<file path="src/rtl/cluster_pwr_ctl.sv">
module cluster_pwr_ctl #(
  parameter int NCORE = 4,
  parameter int AW = 8,
  parameter logic [31:0] VEC_LO_RST = 32'hFFFF_0000,
  parameter logic [31:0] CFG0_RST = 32'h0000_0F0F,
  parameter logic [31:0] COH_RST = 32'h000F_000F,
  parameter logic [31:0] PST_RO_MASK = 32'h0003_000F
) (
  input  logic                  clk,
  input  logic                  rst_n,
  input  logic                  req_valid,
  input  logic                  req_write,
  input  logic [AW-1:0]         req_addr,
  input  logic [31:0]           req_wdata,
  output logic                  req_ready,
  output logic                  rd_valid,
  output logic [31:0]           rd_data,
  input  logic [NCORE-1:0]      wfi_in,
  output logic [NCORE-1:0]      wfi_gated,
  output logic [NCORE-1:0]      pwr_status,
  output logic [NCORE*64-1:0]   reset_vec
);
  localparam logic [AW-1:0] A_ERR  = AW'(8'h00);
  localparam logic [AW-1:0] A_ISR  = AW'(8'h10);
  localparam logic [AW-1:0] A_MASK = AW'(8'h14);
  localparam logic [AW-1:0] A_UNM  = AW'(8'h18);
  localparam logic [AW-1:0] A_MSK  = AW'(8'h1C);
  localparam logic [AW-1:0] A_CFG0 = AW'(8'h20);
  localparam logic [AW-1:0] A_CFG1 = AW'(8'h24);
  localparam logic [AW-1:0] A_COH  = AW'(8'h60);
  localparam logic [AW-1:0] A_SNP  = AW'(8'h64);
  localparam logic [AW-1:0] A_PREQ = AW'(8'h90);
  localparam logic [AW-1:0] A_PST  = AW'(8'h94);
  localparam int VEC_BASE = 'h40;

  logic [31:0] err_q, cfg0_q, cfg1_q, coh_q, snp_q, pst_q;
  logic [31:0] vlo_q [NCORE];
  logic [31:0] vhi_q [NCORE];
  logic [NCORE-1:0] req_q, wfi_q;
  logic mask_q;
  logic [31:0] rd_c;

  wire aligned = (req_addr[1:0] == 2'b00);
  wire wr = req_valid & req_write & aligned;
  wire rd = req_valid & ~req_write;

  assign req_ready  = 1'b1;
  assign pwr_status = req_q;
  assign wfi_gated  = req_q & wfi_q;

  generate
    for (genvar g = 0; g < NCORE; g++) begin : g_vec
      assign reset_vec[g*64 +: 64] = {vhi_q[g], vlo_q[g]};
    end
  endgenerate

  always_ff @(posedge clk) begin
    if (!rst_n) begin
      err_q <= '0; cfg0_q <= CFG0_RST; cfg1_q <= '0;
      coh_q <= COH_RST; snp_q <= '0; pst_q <= '0;
      req_q <= '0; wfi_q <= '0; mask_q <= 1'b1;
      for (int i = 0; i < NCORE; i++) begin
        vlo_q[i] <= VEC_LO_RST;
        vhi_q[i] <= '0;
      end
    end else begin
      wfi_q <= wfi_in;
      if (wr) begin
        case (req_addr)
          A_ERR:  err_q  <= req_wdata;
          A_CFG0: cfg0_q <= req_wdata;
          A_CFG1: cfg1_q <= req_wdata;
          A_COH:  coh_q  <= req_wdata;
          A_SNP:  snp_q  <= req_wdata;
          A_PREQ: req_q  <= req_wdata[NCORE-1:0];
          A_PST:  pst_q  <= req_wdata & ~PST_RO_MASK;
          A_UNM:  if (req_wdata[0]) mask_q <= 1'b0;
          A_MSK:  if (req_wdata[0]) mask_q <= 1'b1;
          default: ;
        endcase
        for (int i = 0; i < NCORE; i++) begin
          if (req_addr == AW'(VEC_BASE + 8*i))     vlo_q[i] <= req_wdata;
          if (req_addr == AW'(VEC_BASE + 8*i + 4)) vhi_q[i] <= req_wdata;
        end
      end
    end
  end

  always_comb begin
    rd_c = '0;
    case (req_addr)
      A_ERR:  rd_c = err_q;
      A_ISR:  rd_c = '0;
      A_MASK: rd_c = {31'b0, mask_q};
      A_CFG0: rd_c = cfg0_q;
      A_CFG1: rd_c = cfg1_q;
      A_COH:  rd_c = coh_q;
      A_SNP:  rd_c = snp_q;
      A_PREQ: rd_c = 32'(req_q);
      A_PST:  rd_c = (pst_q & ~PST_RO_MASK) | 32'(req_q);
      default: ;
    endcase
    for (int i = 0; i < NCORE; i++) begin
      if (req_addr == AW'(VEC_BASE + 8*i))     rd_c = vlo_q[i];
      if (req_addr == AW'(VEC_BASE + 8*i + 4)) rd_c = vhi_q[i];
    end
    if (!aligned) rd_c = '0;
  end

  always_ff @(posedge clk) begin
    if (!rst_n) begin
      rd_valid <= 1'b0;
      rd_data  <= '0;
    end else begin
      rd_valid <= rd;
      if (rd) rd_data <= rd_c;
    end
  end
endmodule

</file>
<file path="config.mk">
export PLATFORM = sky130hd
export DESIGN_NAME = cluster_pwr_ctl
export DESIGN_NICKNAME = d
export VERILOG_FILES = /design/src/rtl/cluster_pwr_ctl.sv
export SDC_FILE = /design/constraint.sdc
export NUM_CORES = 1
export LEC_CHECK = 0
export ABC_CLOCK_PERIOD_IN_PS = 4400
export BUFFER_PORTS_ARGS = -buffer_cell sky130_fd_sc_hd__buf_2
export CAP_MARGIN = 40
export CORE_MARGIN = 8
export CORE_UTILIZATION = 31
export CTS_CLUSTER_SIZE = 14
export DETAILED_ROUTE_END_ITERATION = 7
export SLEW_MARGIN = 20
export SYNTH_ARGS = -nofsm -noshare
export SYNTH_HDL_FRONTEND = slang
export SYNTH_SLANG_ARGS = --single-unit
</file>
<file path="constraint.sdc">
create_clock -name clk -period 4.4 [get_ports clk]
set_input_delay 0.44 -clock clk [delete_from_list [all_inputs] [get_ports clk]]
set_output_delay 0.44 -clock clk [all_outputs]
set_load 0.005 [all_outputs]
</file>
==> flow_summary.yaml, run 1 <==
pwr:
  p_switching_mw: 2.46
  switching_share_pct: 24.5
  power.leakage_nw: 9.69
  irDropWorstVdd_v: 0.000259
  power_density_nw_per_um2: 373
  sequentialPowerShare_pct: 50.0
  pwr-share-clk_pct: 43.2
  fin_total_pwr_mw: 10.0
  power.share.combinational_pct: 6.9
  intPower_mw: 7.57
grt:
  grt_pass1_wl_um: 137000
  grt_max_degree: 98
  grt-ovfl-total: 0
  grt_pass1_vias: 18917
  antenna_found_initial: 19
  grt_use_total_pct: 22.4
critical_path:
  crit_slowest_cell: "or4bb_1"
  worst-setup-path-type: "in -> reg"
  critPathRequiredTime_ps: 4880
  cp-start-kind: "primary input"
  cpPeakStageDelay_ps: 850
  cp_cell_sequence: "buf_2 -> or4bb_1 -> nor2_8 -> a21oi_1 -> a311oi_1 -> o21ai_1"
  cp.arrival_ps: 3340
  path_max_fanout: 28
  cp-end-kind: "flop"
detailed_routing:
  drtAntennaViolNets: 0
  vias: 19788
  routed_wl_um: 96600
  drt-pass1-iter-count: 8
  drc_errors: 0
  drt_iter0_markers: 2718
  routed_via_density: 5.61
  wl_per_cell_um: 27.4
logic_synthesis:
  synth_area_um2: 22500
  synthTopCellsByCount: "nand2_1 (483), edfxtp_1 (256), dfxtp_1 (228)"
  ys_async_sr_fraction_pct: 0
  synth_cells: 2275
  synth_edf_count: 256
  synth_nets: 2323
  synth_top_area_cell: "edfxtp_1"
  ys_warn_count: 0
  ys_seq_elements: 484
  synthDistinctLibCells: 77
  yosysSeqAreaShare_pct: 54.5
  yosysMostFrequentCell: "nand2_1"
  synth-main-ff-cell: "edfxtp_1"
  avgSynthCellArea_um2: 9.88
  synthTopCellsByArea: "edfxtp_1 (34%), dfxtp_1 (20%), nand2_1 (8.1%)"
  synth.top_cell.area_share_pct: 34.2
timing:
  holdWs_ps: 51.5
  setup-violations-final: 0
  finalMaxSlewViolations: 0
  fin_crit_sh_pct: 65.2
  skew_ps: 21.3
  max_freq_ghz: 0.349
  maxSlewHeadroom_pct: 37.9
  final-hold-violation-count: 0
  tightest_slew_ps: 928
  period_minus_slack_ps: 2870
  tns_ps: 0
  rsz0062_at_grt: "false"
clock_tree:
  clk_latency_ps: 610
  path_clk_slew_ps: 60
  htreeDepth: 2
  postCtsResizedCells: 0
  clkSinkCount: 484
  numCtsBuffers: 49
  cts_hold_buf: 0
  cts_tree: "done"
  post_cts.repair.setup_buffers: 0
  root_buffer: "clkbuf_16"
  cts_buffer_depth: 3
floorplan:
  die_area_um2: 81400
  die_w_um: 285
  rows: 98
  ioPinCount: 346
  initial_core_util_pct: 31.4
  core_area_um2: 71600
  dieHeight_um: 285
cells_and_area:
  layout-drive-gt1-share_pct: 21.1
  area_growth_pct: 19.5
  nets: 2575
  final_core_util_pct: 37.5
  finalNonFillerCells: 3528
place:
  placedCellCount: 3424
  dp_hpwl_um: 67900
  place.port_buffers: 344
  gp_congestion: 0.927
run:
  cap_violations: 0
status:
  outcome: "finished clean"
hold_path:
  worstHoldPathType: "in -> reg"
layout make-up:
| class | count | area, um^2 |
|---|---|---|
| clock buffer | 67 | 1380 |
| fill | 7059 | 44800 |
| sequential | 484 | 12300 |
| clock inverter | 25 | 244 |
| multi-input combinational | 1564 | 9350 |
| inverter | 13 | 48.8 |
| antenna | 10 | 25.0 |
| tap | 950 | 1190 |
| timing repair buffer | 415 | 2370 |
cell usage in the layout (no fill, tap or decap), types with 7 or more instances in the layout:
cell type  synthesis  final
diode_2            0     10
o21ai_0           96     88
nand3_1           37     37
clkbuf_16          0     51
a21oi_1           77     77
a221o_1           14     14
o22ai_1           35     35
o31ai_1           11     11
nor3_1             7      7
a221oi_1          24     24
mux2_2             8      8
nor2_2             5      8
clkbuf_1         119     12
mux2i_1           43     43
inv_1             13     13
clkinv_1           0      8
and2_1           202    203
a22oi_1           44     44
a21boi_0          77     77
buf_2             71    343
dfxtp_1          228    228
a311oi_1           8      8
nand2_1          483    483
o21ai_4            0      8
edfxtp_1         256    256
or3_1             51     51
buf_4             13     63
nor2_1            48     45
o21ai_1           15     15
nand2b_1          22     22
and3_1             7      7
a21boi_1          99     99
clkinv_2           0     11
nor2b_1           11     11
a22o_1            31     31
registers in the layout, summed over array words and instances, names as in the netlist:
signal	count
vhi_q	128
mask_q	1
wfi_q	4
cfg0_q	32
rd_valid	1
vlo_q	128
coh_q	32
err_q	32
pst_q	26
rd_data	32
cfg1_q	32
snp_q	32
pwr_status	4
path summary, 6_finish.rpt:
path / startpoint / end / slack, ps / cells after the start
worst max-delay path: req_addr[4] / rd_data[18] / 1530 / 6
worst min-delay path: wfi_in[3] / wfi_q[3] / 50 / 2
worst max register to register: vlo_q[0][15] / rd_data[15] / 2260 / 6
worst min register to register: coh_q[11] / coh_q[11] / 450 / 2
metrics by stage:
step / cell area, um^2 / setup WS, ps
floorplan: 22500 / 67.6
global placement: 25100 / 1040
detailed placement: 25200 / 1070
CTS: 26800 / 1720
global route: 26800 / 1510
finish: 26900 / 1530
critical path, delay by kind of cell:
family | cells | cell delay [ps]
AOI/OAI and AO/OA | 3 | 930
and+or+nand+nor | 2 | 1460
buffers and inverters | 1 | 440
power groups by stage:
stage / registers [mW] / clock network [mW] / logic [mW]
6_report: 5.01 / 4.33 / 0.689
5_1_grt: 5.01 / 4.53 / 0.720
4_1_cts: 5.01 / 4.35 / 0.681
3_5_place_dp: 5.10 / 0 / 0.679
3_3_place_gp: 5.10 / 0 / 0.669
2_1_floorplan: 5.05 / 0 / 0.288
routing by layer:
layer  vias up  global-route usage, %  part of all wire, %
met1      9670                   28.0                   38
li1       8568                      -                    -
met3       243                   5.42                   11
met5         -                      0                0.090
met4        12                   8.82                  4.3
met2      1295                   37.1                   47
logic make-up (layout without fill, tap and decap cells):
kind of cell	Yosys count	count (layout)	synth area share (%)
compound gates	589	589	18.1
buf+inv	227	520	4.59
flops	484	484	54.5
mux	51	51	2.32
other cells	1	11	0.0167
simple gates	923	923	20.5
No activity file was read; power rests on OpenSTA's default activity.
==> inputs of run 2 (changes only) <==
- ABC_CLOCK_PERIOD_IN_PS: 4400 -> 2400
- clock period: 4.4 -> 2.4 ns (I/O delays scaled with it)
==> flow_summary.yaml, run 2 (same netlist as run 1, synthesis figures left out) <==
grt:
  grt_use_total_pct: 23.0
  grt-ovfl-total: 0
  grt_pass1_vias: 20068
  grt_pass1_wl_um: 141000
  antenna_found_initial: 16
  grt_max_degree: 205
floorplan:
  die_w_um: 285
  rows: 98
  core_area_um2: 71600
  initial_core_util_pct: 31.4
  dieHeight_um: 285
  die_area_um2: 81400
  ioPinCount: 346
detailed_routing:
  drt-pass1-iter-count: 5
  wl_per_cell_um: 27.1
  drt_iter0_markers: 2565
  drc_errors: 0
  vias: 20368
  drtAntennaViolNets: 0
  routed_via_density: 5.59
  routed_wl_um: 98600
critical_path:
  path_max_fanout: 2
  cp-end-kind: "flop"
  cp.arrival_ps: 2450
  crit_slowest_cell: "edfxtp_1"
  cpPeakStageDelay_ps: 440
  critPathRequiredTime_ps: 2890
  cp_cell_sequence: "mux2_2 -> a222oi_1 -> o21ai_0 -> a22o_1 -> a21oi_1 -> o21ai_1"
  worst-setup-path-type: "reg -> reg"
  cp-start-kind: "flop"
  r2r_cells: 6
timing:
  maxSlewHeadroom_pct: 42.8
  fin_crit_sh_pct: 81.5
  tns_ps: 0
  finalMaxSlewViolations: 0
  final-hold-violation-count: 0
  tightest_slew_ps: 858
  holdWs_ps: 49.9
  setup-violations-final: 0
  skew_ps: 24.7
  period_minus_slack_ps: 1960
  max_freq_ghz: 0.511
  rsz0062_at_grt: "false"
cells_and_area:
  nets: 2692
  mostFrequentLayoutCells: "nand2_1 (483), buf_2 (342), edfxtp_1 (256)"
  reg_top3: "vhi_q: 128 flops, vlo_q: 128 flops"
  fill_cells: 7046
  final_common_cell: "nand2_1"
  area_growth_pct: 25.2
  layout-drive-gt1-share_pct: 24.4
clock_tree:
  clkSinkCount: 484
  numCtsBuffers: 50
  cts_buffer_depth: 3
  clk_latency_ps: 600
  root_buffer: "clkbuf_16"
  path_clk_slew_ps: 60
  cts_tree: "done"
  htreeDepth: 2
  postCtsResizedCells: 0
pwr:
  power_density_nw_per_um2: 658
  irDropWorstVdd_v: 0.000493
  fin_total_pwr_mw: 18.5
  power.leakage_nw: 10.4
hold_path:
  min_path_cells: 3
  worstHoldPathType: "in -> reg"
place:
  place.port_buffers: 344
  dp_hpwl_um: 70700
  gp_congestion: 0.932
run:
  cap_violations: 0
status:
  outcome: "finished clean"
run 2: changes by cell type in the layout (fill, tap and decap cells not counted), sizes merged:
cell         before  now
diode            10    9
clkbuf           67   75
inv              14   15
bufinv            5    4
buf             415  526
clkinv           19   11
dlygate4sd3       0    5
run 2: final timing paths:
check	from	end	slack, ps
max reg2reg	vlo_q[0][15]	rd_data[15]	440
max	vlo_q[0][15]	rd_data[15]	440
min reg2reg	snp_q[30]	snp_q[30]	450
min	req_wdata[26]	coh_q[26]	50
run 2: area by class of cell:
cell class,count,area (um^2),area share [%]
Clock inverter,17,191,0.680
Timing Repair Buffer,531,3640,12.9
Tap cell,950,1190,4.22
Clock buffer,75,1460,5.18
Sequential cell,484,12300,43.5
Inverter,13,48.8,0.173
Antenna cell,9,22.5,0.0800
Multi-Input combinational cell,1564,9350,33.2
run 2: worst max-delay path: cells and delay by family, from the launching register on:
kind            cells  cell delay (ps)
flops               1              440
mux                 1              300
compound gates      5             1120
run 2: routing by layer:
metal | routed length [um] | GRT usage, % | up-vias
met3 | 11000 | 6.31 | 273
met2 | 46200 | 38.1 | 1263
met4 | 4540 | 9.46 | 16
met1 | 36800 | 28.0 | 10010
li1 | - | - | 8806
met5 | 117 | 0 | -
run 2: power by group:
part | leakage [nW] | internal, mW | switching (mW)
sequential | 4.30 | 8.93 | 0.225
combinational | 5.26 | 0.488 | 0.897
clock | 0.814 | 4.62 | 3.35
run 2: through the flow:
step                setup WS (ps)  cells  instance area (um^2)  util, %
floorplan                    -262   2275                 22600        -
global route                  294   3634                 28100     39.3
detailed placement          -92.9   3537                 26400     36.9
global placement            -68.4   3537                 26400     36.9
CTS                           449   3634                 28100     39.3
finish                        443   3643                 28200     39.3
run 2: what timing repair did:
item	in CTS	in global routing
hold buffers	5	0
setup buffers	0	0
hold endpoints to repair	6	0
